### config.mk
export PLATFORM = sky130hd
export DESIGN_NAME = bus_wait_ctrl
export DESIGN_NICKNAME = d
export VERILOG_FILES = /design/src/rtl/bwc_pkg.sv /design/src/rtl/bwc_ready_sync.sv /design/src/rtl/bwc_wait_counter.sv /design/src/rtl/bus_wait_ctrl.sv
export SDC_FILE = /design/constraint.sdc
export NUM_CORES = 1
export LEC_CHECK = 0
export BUFFER_PORTS_ARGS = -buffer_cell sky130_fd_sc_hd__buf_4
export CORE_AREA = 5 5 42 44
export CTS_CLUSTER_DIAMETER = 50
export DETAILED_ROUTE_END_ITERATION = 6
export DIE_AREA = 0 0 47 49
export SLEW_MARGIN = 20
export SYNTH_ARGS = -nofsm -noshare
export SYNTH_HDL_FRONTEND = slang
export SYNTH_SLANG_ARGS = --single-unit
### constraint.sdc
create_clock -name clk -period 3.25 [get_ports clk]
set_clock_uncertainty 0.2 [all_clocks]
set_input_delay 0.65 -clock clk [delete_from_list [all_inputs] [get_ports clk]]
set_output_delay 0.65 -clock clk [all_outputs]
set_load 0.01 [all_outputs]
### src/rtl/bwc_pkg.sv
package bwc_pkg;
    typedef enum logic [1:0] {
        S_IDLE  = 2'd0,
        S_COUNT = 2'd1,
        S_AWAIT = 2'd2
    } bwc_state_t;
endpackage

### src/rtl/bwc_ready_sync.sv
module bwc_ready_sync #(
    parameter int STAGES = 2
) (
    input  logic clk,
    input  logic rst,
    input  logic d_async,
    output logic q_sync
);
    logic [STAGES-1:0] chain;

    generate
        for (genvar g = 0; g < STAGES; g++) begin : g_stage
            if (g == 0) begin : g_first
                always_ff @(posedge clk) begin
                    if (rst) chain[0] <= 1'b0;
                    else     chain[0] <= d_async;
                end
            end else begin : g_next
                always_ff @(posedge clk) begin
                    if (rst) chain[g] <= 1'b0;
                    else     chain[g] <= chain[g-1];
                end
            end
        end
    endgenerate

    assign q_sync = chain[STAGES-1];
endmodule

### src/rtl/bwc_wait_counter.sv
module bwc_wait_counter #(
    parameter int CNT_W = 2
) (
    input  logic             clk,
    input  logic             rst,
    input  logic             load,
    input  logic [CNT_W-1:0] load_val,
    input  logic             dec,
    output logic             zero
);
    logic [CNT_W-1:0] cnt;

    always_ff @(posedge clk) begin
        if (rst)       cnt <= '0;
        else if (load) cnt <= load_val;
        else if (dec)  cnt <= cnt - 1'b1;
    end

    assign zero = (cnt == '0);

    p_no_wrap_r3: assert property (@(posedge clk) disable iff (rst)
        dec |-> !zero)
        else $error("counter decremented below zero");
endmodule

### src/rtl/bus_wait_ctrl.sv
module bus_wait_ctrl
    import bwc_pkg::*;
#(
    parameter int CODE_W      = 3,
    parameter int SYNC_STAGES = 2
) (
    input  logic              clk,
    input  logic              rst,
    input  logic              cyc_start,
    input  logic [CODE_W-1:0] timing_code,
    input  logic              ext_rdy,
    output logic              wait_o,
    output logic              done_o
);
    localparam int CNT_W = CODE_W - 1;

    bwc_state_t st, nxt;
    logic       ign_q;
    logic       rdy_s;
    logic       cnt_zero;
    logic       take;
    logic       dec;

    bwc_ready_sync #(.STAGES(SYNC_STAGES)) i_sync (
        .clk     (clk),
        .rst     (rst),
        .d_async (ext_rdy),
        .q_sync  (rdy_s)
    );

    assign take = (st == S_IDLE) && cyc_start;
    assign dec  = (st == S_COUNT) && !cnt_zero;

    bwc_wait_counter #(.CNT_W(CNT_W)) i_cnt (
        .clk      (clk),
        .rst      (rst),
        .load     (take),
        .load_val (timing_code[CNT_W-1:0]),
        .dec      (dec),
        .zero     (cnt_zero)
    );

    always_ff @(posedge clk) begin
        if (rst)       ign_q <= 1'b0;
        else if (take) ign_q <= timing_code[CODE_W-1];
    end

    always_ff @(posedge clk) begin
        if (rst) st <= S_IDLE;
        else     st <= nxt;
    end

    always_comb begin
        nxt = st;
        unique case (st)
            S_IDLE:  if (cyc_start) nxt = S_COUNT;
            S_COUNT: if (cnt_zero) nxt = (ign_q || rdy_s) ? S_IDLE : S_AWAIT;
            S_AWAIT: if (rdy_s) nxt = S_IDLE;
            default: nxt = S_IDLE;
        endcase
    end

    always_comb begin
        wait_o = 1'b0;
        done_o = 1'b0;
        unique case (st)
            S_IDLE: ;
            S_COUNT: begin
                if (!cnt_zero)            wait_o = 1'b1;
                else if (ign_q || rdy_s)  done_o = 1'b1;
                else                      wait_o = 1'b1;
            end
            S_AWAIT: begin
                if (rdy_s) done_o = 1'b1;
                else       wait_o = 1'b1;
            end
            default: ;
        endcase
    end

    p_idle_quiet_r1: assert property (@(posedge clk) disable iff (rst)
        (st == S_IDLE) |-> (!wait_o && !done_o))
        else $error("outputs active while idle");

    p_fixed_no_stretch_r2: assert property (@(posedge clk) disable iff (rst)
        (st == S_AWAIT) |-> !ign_q)
        else $error("fixed-mode cycle entered ready extension");

    p_count_floor_r4: assert property (@(posedge clk) disable iff (rst)
        done_o |-> cnt_zero)
        else $error("done before wait count expired");

    p_rdy_gate_r5: assert property (@(posedge clk) disable iff (rst)
        (done_o && !ign_q) |-> rdy_s)
        else $error("handshake cycle ended without ready");

    p_done_pulse_r7: assert property (@(posedge clk) disable iff (rst)
        done_o |=> !done_o)
        else $error("done longer than one clock");

    p_excl_r7: assert property (@(posedge clk) disable iff (rst)
        !(wait_o && done_o))
        else $error("wait and done together");

    p_mode_hold_r8: assert property (@(posedge clk) disable iff (rst)
        ((st != S_IDLE) && ($past(st) != S_IDLE)) |-> $stable(ign_q))
        else $error("mode changed mid-cycle");
endmodule

# Word level (Yosys, flattened, before mapping)
# Cells that the tools add are included.
# Widths: inputs -> output; s select.
# totals
input_bits	7
ramBits	0
reg_bits	7
romBits	0
latch_bits	0
memories	0
# op_classes
shift	0
magnitude_cmp	0
bitwise_logic	0
multipliers	0
muxes	15
div	0
n_eq_ne	5
add_sub_neg	1
n_reduce_logical	8
# ops
operator	count
$mux 2	6
$mux 1	6
$pmux 2 s3	1
$logic_not 2->1	2
$ne 2x2->1 const B	2
$pmux 1 s2	2
$reduce_and 3->1	1
$eq 2x1->1 const B	1
$eq 2x2->1 const B	1
$logic_and 1x1->1	2
$ne 2x1->1 const B	1
$reduce_bool 2->1	1
$sub 2x1->2 const B	1
$logic_not 1->1	1
$logic_or 1x1->1	1

# Logic depth before layout (Yosys ltp)
# logic_depth
word_depth	5
ltp_mapped	5

# Cells and area by module
# A second synthesis with hierarchy kept.
# hier_totals
cells_unflattened	49
hier_area_um2	461.7
# by_module_without_submodules
mod	area_each_um2	seq_area_each_um2	cells_per_inst	n_inst
bus_wait_ctrl	282.8	60.1	32	1
bwc_wait_counter	126.4	40.0	13	1
bwc_ready_sync	52.6	40.0	4	1

# Least setup slack after synthesis
# No wires, ideal clock.
# synth_timing
kind	register to output
start	register st[1]
end	output port wait_o
t_arrival_ns	1.012
path_stages_with_launch	6
path_slack_ns	1.388
cell_sequence	dfxtp_1 > inv_1 > ha_1 > nand2b_1 > a21oi_1 > o21a_1
# synth_via
elab_chain_len	2
# synth_lines
item	line_no	text
from (decl)	bus_wait_ctrl.sv:17	bwc_state_t st, nxt;
from (signal assigned)	bus_wait_ctrl.sv:50	else st <= nxt;
$eq 2x2->1 or $eq 2x1->1 (tied branches)	bus_wait_ctrl.sv:66	unique case (st)
$pmux 1 s2 (*)	bus_wait_ctrl.sv:66	
to (decl)	bus_wait_ctrl.sv:12	output logic wait_o,
# Every way passes the cells marked *; elsewhere a longest branch is shown, timed or not.

# Worst setup path in the final report
# Ends and elaborated chain as after synthesis.

==> qor.yml <==
die_x_um: 47
maxSlewHeadroom_pct: 84.6
grt_max_degree: 10
post-route-period-util_pct: 70.7
synthesis.nets: 59
cts.reportedPaths.clkPinSlew_ns: 0.06
reg2reg_to: "i_cnt.cnt[0]$_SDFFE_PP0P_"
antenna_found_initial: 0
netlist_area_um2: 429
holdBufCountCts: 0
wl_per_cell_um: 10.0
cap_violations: 0
layout-drive-gt1-share_pct: 25.9
ff2ff_setup_slack_ns: 1.79
internal-power_uw: 241
syn_inst: 47
hold_ws_ns: 0.243
setup_viol: 0
start_util_pct: 30.6
switching_share_pct: 37.0
reg2regPathDepth: 5
dpl.hpwl_um: 623
grt_pass1_vias: 332
ctsHtreeMaxLevel: 1
clock-sinks: 7
power_density_nw_per_um2: 717
dr.pass1.iters: 4
seqPwrFrac_pct: 30.7
irDropWorstVdd_uv: 313
n_fill_cell: 164
core_um2: 1400
grt_pass1_wl_um: 1330
ios: 9
p_leak_uw: 0.000229
fp-row-count: 14
ys_ff_latch: 7
hp-class: "flip-flop to flip-flop"
path_max_fanout: 6
crit_path_start_kind: "flip-flop"
synth_cell_types: 21
p_switching_uw: 141
nets: 71
crit_start: "st[1]$_SDFFE_PP0P_"
cp.required_ns: 2.40
tns_ns: 0
cts_max_path_buffers: 2
p_clk_share_pct: 21.1
wl_um: 740
root_buffer: "clkbuf_4"
drtIter0Drc: 3
worst_pin_slew_ns: 0.228
hold_viol_final: 0
cp-endpoint: "wait_o"
track_usage_pct: 8.32
status: "complete, no violations"
drc: 0
die_h_um: 49
drt.antenna.violating_nets: 0
crit_type: "flip-flop to primary output"
clock.fmax_mhz: 435
port_buffers: 8
ys_seq_area_share_pct: 32.7
worst_setup_path_end_kind: "primary output"
die-area_um2: 2300
r2r-start: "st[1]$_SDFFE_PP0P_"
final-max-slew-violation-count: 0
post_cts_buffers: 0
place.gp.congestion: 0.690
ys_warn_count: 0
p_comb_share_pct: 48.2
cts_tree: "built"
avgSynthCellArea_um2: 9.13
vias: 348
num_antenna_cells: 0
cts_buffers: 3
syn2layout_area_growth_pct: 24.2
rsz0062_at_grt: "no"
finalCriticalPeriod_ns: 2.30
grt_overflow: 0
cts_resized: 0
clock_latency_ns: 0.26
crit_arrival_ns: 1.45
via_per_inst: 4.70
[flip-flops by register name (all words and copies together), names as in the netlist]
name and cells:
ign_q 1, st 2, i_sync.chain 1, i_sync.q_sync 1, i_cnt.cnt 2
[cell usage after synthesis]
library cell | instances | share of area [%]
o21a_1 | 1 | 1.7
clkbuf_1 | 1 | 0.87
a21o_1 | 1 | 1.7
o211ai_1 | 1 | 1.7
a211oi_2 | 1 | 2.9
mux2i_1 | 1 | 2.3
a32oi_1 | 1 | 2.0
nand2b_1 | 6 | 8.7
nand3b_1 | 1 | 1.7
and2b_4 | 1 | 2.3
nand2_1 | 2 | 1.7
nand3_1 | 3 | 3.5
o41ai_2 | 1 | 3.8
a21oi_1 | 3 | 3.5
dfxtp_1 | 7 | 33
ha_1 | 5 | 15
inv_1 | 5 | 4.4
nor2_1 | 1 | 0.87
nor2b_1 | 3 | 4.4
xnor2_1 | 1 | 2.0
a311o_1 | 1 | 2.3
[routing by layer]
layer  routed length (um)  track usage, %  part of all wire (%)
met5                    0               0                     0
met4                   34            6.91                   4.6
met3                   31            3.32                   4.2
met2                  358            11.5                    48
met1                  315            9.49                    43
[metrics by stage]
stage          setup slack [ns]  utilization, %  cell area, um^2  instances  power (uW)
2_1_floorplan              1.39               -              429         47         263
3_3_place_gp               1.21            36.1              505         70         305
3_5_place_dp               1.21            36.1              505         70         307
4_1_cts                   0.931            38.0              533         74         392
5_1_grt                   0.834            38.0              533         74         419
6_report                  0.953            38.0              533         74         382
[cell usage in the layout, fill, tap and decap left out, drive strengths merged]
cell / n
o41ai: 1
a211oi: 1
nand3: 3
and2b: 1
nand3b: 1
nor2: 1
mux2i: 1
nand2: 2
nor2b: 3
clkinv: 1
o211ai: 1
a21o: 1
clkbuf: 3
a21oi: 3
a311o: 1
inv: 5
ha: 5
dfxtp: 7
a32oi: 1
buf: 8
nand2b: 6
xnor2: 1
o21a: 1
[worst min-delay path by stage]
stage,end,slack [ns],cells past startpoint,from
global placement,i_sync.q_sync$_SDFF_PP0_,0.23,1,i_sync.chain[0]$_SDFF_PP0_
finish,i_sync.q_sync$_SDFF_PP0_,0.24,1,i_sync.chain[0]$_SDFF_PP0_
CTS,i_sync.q_sync$_SDFF_PP0_,0.25,1,i_sync.chain[0]$_SDFF_PP0_
floorplan,i_sync.q_sync$_SDFF_PP0_,0.21,1,i_sync.chain[0]$_SDFF_PP0_
detailed placement,i_sync.q_sync$_SDFF_PP0_,0.24,1,i_sync.chain[0]$_SDFF_PP0_
global route,i_sync.q_sync$_SDFF_PP0_,0.27,1,i_sync.chain[0]$_SDFF_PP0_
[critical path, stage by stage, from the launching register on]
cell and delay (ns):
dfxtp_1 0.31, inv_1 0.11, ha_1 0.27, nand2b_1 0.12, a21oi_1 0.15, o21a_1 0.12, buf_4 0.11
[logic make-up (layout without fill, tap and decap cells)]
| family | Yosys count | count (layout) | share of synthesized area [%] |
|---|---|---|---|
| buffers and inverters | 6 | 17 | 5.25 |
| xor gates and xnor gates | 1 | 1 | 2.04 |
| AOI/OAI and AO/OA | 10 | 10 | 19.8 |
| adders and majority gates | 5 | 5 | 14.6 |
| DFF | 7 | 7 | 32.7 |
| and+or+nand+nor | 17 | 17 | 23.3 |
| muxes | 1 | 1 | 2.33 |
[final cells by class]
| cell class | count | area [um^2] | area share (%) |
|---|---|---|---|
| sequential | 7 | 140 | 26.3 |
| multi-input combinational | 34 | 267 | 50.0 |
| clock buffer | 3 | 22.5 | 4.23 |
| clock inverter | 1 | 5.00 | 0.939 |
| timing repair buffer | 8 | 60.1 | 11.3 |
| tap | 16 | 20.0 | 3.76 |
| inverter | 5 | 18.8 | 3.52 |
[power by group through the flow]
stage                     Clock (uW)  Combinational (uW)  Sequential (uW)
after floorplan                    0                 146              117
after global placement             0                 185              119
after detailed placement           0                 187              120
after CTS                       84.5                 189              118
after global routing            90.1                 209              120
final                           80.7                 184              117
Note: power is estimated with default switching activity, not from simulation.
